`config.mk`:
```
export PLATFORM = sky130hd
export DESIGN_NAME = cos_input_ctrl
export DESIGN_NICKNAME = d
export VERILOG_FILES = /design/src/rtl/cos_pkg.sv /design/src/rtl/cos_sync.sv /design/src/rtl/cos_group_det.sv /design/src/rtl/cos_bus_port.sv /design/src/rtl/cos_input_ctrl.sv
export SDC_FILE = /design/constraint.sdc
export NUM_CORES = 1
export LEC_CHECK = 0
export ABC_AREA = 0
export BUFFER_PORTS_ARGS = -buffer_cell sky130_fd_sc_hd__buf_2
export CAP_MARGIN = 20
export CORE_MARGIN = 2
export CORE_UTILIZATION = 32
export CTS_CLUSTER_SIZE = 10
export DETAILED_ROUTE_END_ITERATION = 12
export GPL_TIMING_DRIVEN = 0
export PLACE_DENSITY = 0.61
export SLEW_MARGIN = 20
export SYNTH_ARGS = -nofsm -noshare
export SYNTH_HDL_FRONTEND = slang
export SYNTH_HIERARCHICAL = 1
export SYNTH_SLANG_ARGS = --single-unit
```
`constraint.sdc`:
```
create_clock -name clk -period 5.37 [get_ports clk]
set_clock_uncertainty 0.1 [all_clocks]
set_input_delay 0.8055 -clock clk [delete_from_list [all_inputs] [get_ports clk]]
set_output_delay 0.8055 -clock clk [all_outputs]
set_load 0.01 [all_outputs]
```
`src/rtl/cos_pkg.sv`:
```
package cos_pkg;

    localparam int GRP_W    = 8;
    localparam int N_GRP    = 6;
    localparam int N_LINES  = N_GRP * GRP_W;
    localparam int ADDR_W   = 3;
    localparam int DATA_W   = 8;
    localparam int PEND_BIT = 6;

    localparam logic [ADDR_W-1:0] CTRL_OFS = 3'd7;
    localparam logic [ADDR_W-1:0] HOLE_OFS = 3'd3;

    typedef enum logic [1:0] {
        SEL_NONE,
        SEL_PORT,
        SEL_CTRL
    } sel_kind_e;

    typedef struct packed {
        sel_kind_e   kind;
        logic [2:0]  grp;
    } sel_t;

    // Maps a window offset to an access kind and input group index.
    function automatic sel_t decode_ofs(input logic [ADDR_W-1:0] ofs);
        sel_t s;
        s.kind = SEL_PORT;
        s.grp  = 3'd0;
        if (ofs == CTRL_OFS) begin
            s.kind = SEL_CTRL;
        end else if (ofs == HOLE_OFS) begin
            s.kind = SEL_NONE;
        end else if (ofs < HOLE_OFS) begin
            s.grp = ofs;
        end else begin
            s.grp = ofs - 3'd1;
        end
        return s;
    endfunction

endpackage

```
`src/rtl/cos_sync.sv`:
```
module cos_sync #(
    parameter int WIDTH = 48
) (
    input  logic             clk,
    input  logic             rst,
    input  logic [WIDTH-1:0] d,
    output logic [WIDTH-1:0] q
);

    logic [WIDTH-1:0] stage1;

    always_ff @(posedge clk) begin
        if (rst) begin
            stage1 <= '0;
            q      <= '0;
        end else begin
            stage1 <= d;
            q      <= stage1;
        end
    end

endmodule

```
`src/rtl/cos_group_det.sv`:
```
module cos_group_det #(
    parameter int GW = 8
) (
    input  logic          clk,
    input  logic          rst,
    input  logic [GW-1:0] smp,
    input  logic          en,
    input  logic          drop,
    input  logic          rd_clr,
    output logic          edge_o,
    output logic          chg
);

    logic [GW-1:0] prev;

    assign edge_o = |(smp ^ prev);

    always_ff @(posedge clk) begin
        if (rst) begin
            prev <= '0;
            chg  <= 1'b0;
        end else begin
            prev <= smp;
            if (drop) begin
                chg <= 1'b0;
            end else if (edge_o && en) begin
                chg <= 1'b1;
            end else if (rd_clr) begin
                chg <= 1'b0;
            end
        end
    end

endmodule

```
`src/rtl/cos_bus_port.sv`:
```
module cos_bus_port
    import cos_pkg::*;
#(
    parameter int NG = N_GRP,
    parameter int GW = GRP_W
) (
    input  logic                 clk,
    input  logic                 rst,
    input  logic [ADDR_W-1:0]    addr,
    input  logic                 rd,
    input  logic                 wr,
    input  logic [DATA_W-1:0]    wdata,
    input  logic [NG*GW-1:0]     smp,
    input  logic [NG-1:0]        chg,
    output logic [NG-1:0]        en_q,
    output logic [NG-1:0]        drop,
    output logic                 rd_clr,
    output logic [DATA_W-1:0]    rdata
);

    sel_t              sel;
    logic              wr_ctrl;
    logic [DATA_W-1:0] status;
    logic [DATA_W-1:0] rd_val;
    logic              unused_wbits;

    assign sel          = decode_ofs(addr);
    assign wr_ctrl      = wr && (sel.kind == SEL_CTRL);
    assign rd_clr       = rd && (sel.kind == SEL_CTRL);
    assign drop         = wr_ctrl ? ~wdata[NG-1:0] : '0;
    assign unused_wbits = ^wdata[DATA_W-1:NG];

    always_comb begin
        status           = '0;
        status[NG-1:0]   = chg;
        status[PEND_BIT] = ~|chg;
    end

    always_comb begin
        case (sel.kind)
            SEL_CTRL: rd_val = status;
            SEL_PORT: rd_val = smp[int'(sel.grp)*GW +: GW];
            default:  rd_val = '0;
        endcase
    end

    always_ff @(posedge clk) begin
        if (rst) begin
            en_q  <= '0;
            rdata <= '0;
        end else begin
            if (wr_ctrl) begin
                en_q <= wdata[NG-1:0];
            end
            if (rd) begin
                rdata <= rd_val;
            end
        end
    end

endmodule

```
`src/rtl/cos_input_ctrl.sv`:
```
module cos_input_ctrl
    import cos_pkg::*;
(
    input  logic                 clk,
    input  logic                 rst,
    input  logic [N_LINES-1:0]   lines_in,
    input  logic [ADDR_W-1:0]    bus_addr,
    input  logic [DATA_W-1:0]    bus_wdata,
    input  logic                 bus_wr,
    input  logic                 bus_rd,
    output logic [DATA_W-1:0]    bus_rdata,
    output logic                 irq
);

    logic [N_LINES-1:0] smp;
    logic [N_GRP-1:0]   en_q;
    logic [N_GRP-1:0]   drop;
    logic [N_GRP-1:0]   chg;
    logic [N_GRP-1:0]   edge_g;
    logic               rd_clr;
    logic               edge_any;

    cos_sync #(.WIDTH(N_LINES)) u_sync (
        .clk (clk),
        .rst (rst),
        .d   (lines_in),
        .q   (smp)
    );

    for (genvar g = 0; g < N_GRP; g++) begin : g_grp
        cos_group_det #(.GW(GRP_W)) u_det (
            .clk    (clk),
            .rst    (rst),
            .smp    (smp[g*GRP_W +: GRP_W]),
            .en     (en_q[g]),
            .drop   (drop[g]),
            .rd_clr (rd_clr),
            .edge_o (edge_g[g]),
            .chg    (chg[g])
        );
    end

    cos_bus_port #(.NG(N_GRP), .GW(GRP_W)) u_bus (
        .clk    (clk),
        .rst    (rst),
        .addr   (bus_addr),
        .rd     (bus_rd),
        .wr     (bus_wr),
        .wdata  (bus_wdata),
        .smp    (smp),
        .chg    (chg),
        .en_q   (en_q),
        .drop   (drop),
        .rd_clr (rd_clr),
        .rdata  (bus_rdata)
    );

    assign edge_any = |(edge_g & en_q);
    assign irq      = |chg;

endmodule

```
Yosys cells after proc, flatten, opt, wreduce, memory -nomap -nowiden
Index checks and enable logic that the tools add are counted.

Flip-flop bits (word level): 164. Input bits: 63. Output and inout port bits: 9. Logic and storage cells: 72.

Add/subtract/negate cells: 1. Order comparisons: 1. Eq/ne operators: 4. Shift-type cells: 1. Mux-type cells: 14. Bitwise operators: 7. Reduce and logical (&&, ||, !) cells: 28.

Operator list (number): $reduce_or 8->1 (6); $shiftx 48x7->8 (1); $xor 8x8->8 (6); $pmux 8 s2 (1); $reduce_bool 2->1 (6); $reduce_or 2->1 (6); $mux 3 (3); $logic_and 1x1->1 (8); $mux 1 (8); $mux 6 (1); $not 6->6 (1); $reduce_or 6->1 (1); $eq 3x2->1 const B (1); $eq 3x3->1 const B (1); $lt 3x2->1 const B (1); $sub 3x1->3 const B (1); $eq 2x1->1 const B (1); $eq 2x2->1 const B (1); $mux 2 (1); $logic_not 1->1 (1).

Logic depth before layout (Yosys ltp)
Depth after elaboration: 7. Gate-level depth with buffers: 8.

By module
The synthesis kept the hierarchy.

By module, submodules not included: cos_sync (instances 1, cells an instance 202, area an instance 2600.0 um^2, seq. area each 1921.8 um^2); cos_group_det (instances 6, cells an instance 31, area an instance 337.8 um^2, seq. area each 180.2 um^2); cos_bus_port (instances 1, cells an instance 141, area an instance 1144.8 um^2, seq. area each 280.3 um^2); cos_input_ctrl (instances 1, cells an instance 3, area an instance 13.8 um^2, seq. area each 0.0 um^2).

Least setup slack after synthesis
OpenSTA, ideal clock, no wires.

Path type: input -> register. Start: input bus_addr[0]. End: register u_bus.rdata[0]. Arrival time: 2.249 ns. Required time: 5.155 ns. Slack: 2.907 ns. Stages: 8. Cell sequence: inv_1 > ha_1 > o21a_1 > a211oi_4 > buf_8 > mux2i_1 > o22ai_1 > o21a_1.

Word-level cells in the longest chain between the ends: 6.

RTL lines: from (decl) (RTL line cos_input_ctrl.sv:7) `input logic [ADDR_W-1:0] bus_addr,`; $sub 3x1->3 or $lt 3x2->1 (tied branches) (RTL line cos_pkg.sv:36, cos_pkg.sv:33); $mux 3 (RTL line cos_pkg.sv:33) `end else if (ofs < HOLE_OFS) begin`; $mux 3 (RTL line cos_pkg.sv:31) `end else if (ofs == HOLE_OFS) begin`; $mux 3 (RTL line cos_pkg.sv:29) `if (ofs == CTRL_OFS) begin`; $shiftx 48x7->8 (RTL line cos_bus_port.sv:42) `SEL_PORT: rd_val = smp[int'(sel.grp)*GW +: GW];`; $pmux 8 s2 (*) (RTL line cos_bus_port.sv:40) `case (sel.kind)`; to (signal assigned) (RTL line cos_bus_port.sv:56) `rdata <= rd_val;`; to (decl) (RTL line cos_bus_port.sv:18) `output logic [DATA_W-1:0] rdata`.

Every way passes the cells marked *; elsewhere a longest branch is shown, timed or not. A chain may end at the register's enable or synchronous reset.

Final worst setup path
Start: input bus_addr[0]. End: register u_bus.rdata[6].

Same word-level chain as after synthesis.

==> results.py <==
metrics = {
    "logic_synthesis": {
        "ys_seq_elements": 164,
        "avgSynthCellArea_um2": 10.88,
        "synth_cell_type_count": 37,
        "syn-instance-count": 532,
        "synth.net_count": 598,
        "yosys_warnings": 6,
        "synth_area_um2": 5786,
        "yosysSeqAreaShare_pct": 56.75,
    },
    "worst_setup_path": {
        "r2r_cells": 4,
        "startpoint_type": "input port",
        "end_kind": "flop",
        "critical_path_arrival_ns": 2.82,
        "crit_fanout": 10,
        "critPathKind": "input port to flop",
        "worstReg2RegStart": "u_sync/q[9]$_SDFF_PP0_",
        "worstPathRequired_ns": 5.58,
        "r2r_slack_ns": 3.86,
        "reg2reg_to": "g_grp[1].u_det/chg$_SDFFE_PP0P_",
    },
    "clocking": {
        "holdBufCountCts": 0,
        "clkLatencyLatePin_ns": 0.42,
        "cts.reportedPaths.clkPinSlew_ns": 0.06,
        "numClockSinks": 164,
        "clock-root-buffer": "clkbuf_16",
        "cts_setup_buffers": 0,
        "cts_inserted_buffers": 17,
        "clk_path_buf_depth": 2,
        "cts_resized": 0,
        "cts_max_level": 4,
        "cts_tree": "yes",
    },
    "placement": {
        "gp_congestion": 0.8103,
        "portBuffers": 69,
        "dp.final_hpwl_um": 8700,
        "placedCellCount": 830,
        "place_area_um2": 6420,
        "pre_cts_ws_ns": 2.348,
    },
    "power_and_ir_drop": {
        "leakage_nw": 3.043,
        "power_mw": 2.565,
        "ir_worst_vdd_uv": 232.2,
        "cellPowerDensity_nw_per_um2": 368.2,
    },
    "routing": {
        "dr.pass1.iters": 4,
        "vias": 3783,
        "routed_wl_um": 11490,
        "drtIter0Drc": 148,
        "vias_per_cell": 4.389,
        "drc_errors": 0,
        "ant_nets": 0,
        "avgRoutedWirePerCell_um": 13.33,
    },
    "floorplan": {
        "initial_core_util_pct": 32.43,
        "die_h_um": 138.5,
        "die_area_um2": 19170,
        "pin_count": 72,
        "core_um2": 17840,
        "rows": 49,
        "die_x_um": 138.5,
    },
    "timing": {
        "drv_slew": 0,
        "rsz0062_at_grt": "no",
        "final-setup-viol-count": 0,
        "relSlewSlack_pct": 52.27,
        "hold_viol": 0,
        "setup_ws_ns": 2.758,
        "timing.hold.ws_ns": 0.3351,
        "worstMarginPinSlew_ns": 0.7160,
        "fin_crit_ns": 2.612,
        "tns_ns": 0,
        "min_period_over_period_pct": 48.65,
        "max_freq_mhz": 382.8,
    },
    "final_layout": {
        "ff_latch_area_um2": 3283,
        "syn2layout_area_growth_pct": 20.44,
        "layout_common_cells": "164 x dfxtp_1, 144 x nor2b_1, 74 x buf_2, 48 x xor2_1, 25 x mux2i_1",
        "final_layout_size_suffix_gt1_share_pct": 19.12,
        "design_area_um2": 6968,
        "fill_cells": 1744,
        "multi_input_area_um2": 2349,
        "layout_commonest_cell": "dfxtp_1",
        "nets": 686,
        "diodes": 0,
        "final_cell_count_no_fill": 862,
        "final_util_pct": 39.06,
    },
    "job": {
        "maxCapViolCount": 0,
    },
    "global_routing": {
        "grt_pass1_wl_um": 19090,
        "antenna_found_initial": 0,
        "grt-ovfl-total": 0,
        "grt_usage_pct": 12.58,
        "grt_max_degree": 68,
        "grt_pass1_vias": 3998,
    },
    "min_path": {
        "hold_path_startpoint": "u_sync/stage1[38]$_SDFF_PP0_",
        "hold_end": "u_sync/q[38]$_SDFF_PP0_",
        "hp-class": "flop to flop",
        "hold-path-cell-count": 1,
    },
    "status": {
        "run_status": "completed",
    },
}
[where the power goes]
part / switching, mW / internal (mW)
Combinational: 0.0912 / 0.0867
Sequential: 0.0244 / 1.26
Clock: 0.499 / 0.600
Total: 0.615 / 1.95
[layer usage]
metal	up-vias	track usage [%]	share of wire [%]
met5	-	0	0
met4	0	6.176	1.8
met3	18	3.117	3.5
met2	79	20.40	46
met1	1752	15.67	49
li1	1934	-	-
[logic make-up after synthesis]
group	count (synthesis)	share of synthesized area (%)
xor+xnor	48	7.266
fa+ha+maj	3	0.6489
mux	25	4.325
flops	164	56.75
compound gates	57	6.639
buf+inv	24	2.660
simple gates	211	21.71
[worst max-delay path, cell delays in order]
cell      delay [ns]
buf_2           0.16
inv_1           0.08
ha_1            0.31
o21a_1          0.14
a211oi_4        0.41
buf_8           0.22
mux2i_1         0.30
o22ai_1         0.16
o21a_1          0.22
[registers in the layout, indices dropped and copies added, names as in the netlist]
| name | flops |
|---|---|
| g_grp.u_det/prev | 48 |
| g_grp.u_det/chg | 6 |
| u_bus/en_q | 6 |
| u_bus/rdata | 8 |
| u_sync/stage1 | 48 |
| u_sync/q | 48 |
[synth_stat cells (all sizes together)]
| master | count | area, um^2 |
|---|---|---|
| o22ai | 7 | 43.79 |
| a22oi | 6 | 45.04 |
| dfxtp | 164 | 3283 |
| a211oi | 1 | 20.02 |
| nor3 | 1 | 5.000 |
| buf | 17 | 127.6 |
| nor4b | 6 | 52.55 |
| o21a | 8 | 60.06 |
| nor2 | 14 | 52.55 |
| nor4 | 15 | 100.1 |
| a21o | 1 | 7.510 |
| ha | 3 | 37.54 |
| nor2b | 144 | 900.9 |
| a211o | 2 | 17.52 |
| clkbuf | 3 | 11.26 |
| or3b | 1 | 8.760 |
| xor2 | 48 | 420.4 |
| nand2b | 2 | 12.51 |
| nand4b | 1 | 8.760 |
| or2 | 1 | 6.260 |
| a32oi | 1 | 8.760 |
| mux2i | 25 | 250.2 |
| a31o | 7 | 61.31 |
| nor3b | 1 | 7.510 |
| o21ai | 8 | 40.04 |
| and3 | 2 | 12.51 |
| nand3 | 2 | 10.01 |
| inv | 4 | 15.02 |
| a21oi | 16 | 80.08 |
| nand2 | 21 | 78.83 |
[area by class of cell]
cell class,instances,share of cell area (%)
Multi-Input combinational cell,344,33.70
Tap cell,229,4.112
Clock inverter,15,1.760
Buffer,20,1.993
Timing Repair Buffer,69,4.992
Sequential cell,164,47.12
Inverter,4,0.2155
Clock buffer,17,6.105
[worst max-delay path by stage]
stage | start | to | cells after the start
finish | bus_addr[0] | u_bus/rdata[6]$_SDFFE_PP0P_ | 9
global route | bus_addr[0] | u_bus/rdata[6]$_SDFFE_PP0P_ | 8
CTS | bus_addr[0] | u_bus/rdata[6]$_SDFFE_PP0P_ | 8
detailed placement | bus_addr[0] | u_bus/rdata[6]$_SDFFE_PP0P_ | 9
global placement | bus_addr[0] | u_bus/rdata[5]$_SDFFE_PP0P_ | 8
floorplan | bus_addr[0] | u_bus/rdata[0]$_SDFFE_PP0P_ | 8
No activity file was read; power rests on OpenSTA's default activity.
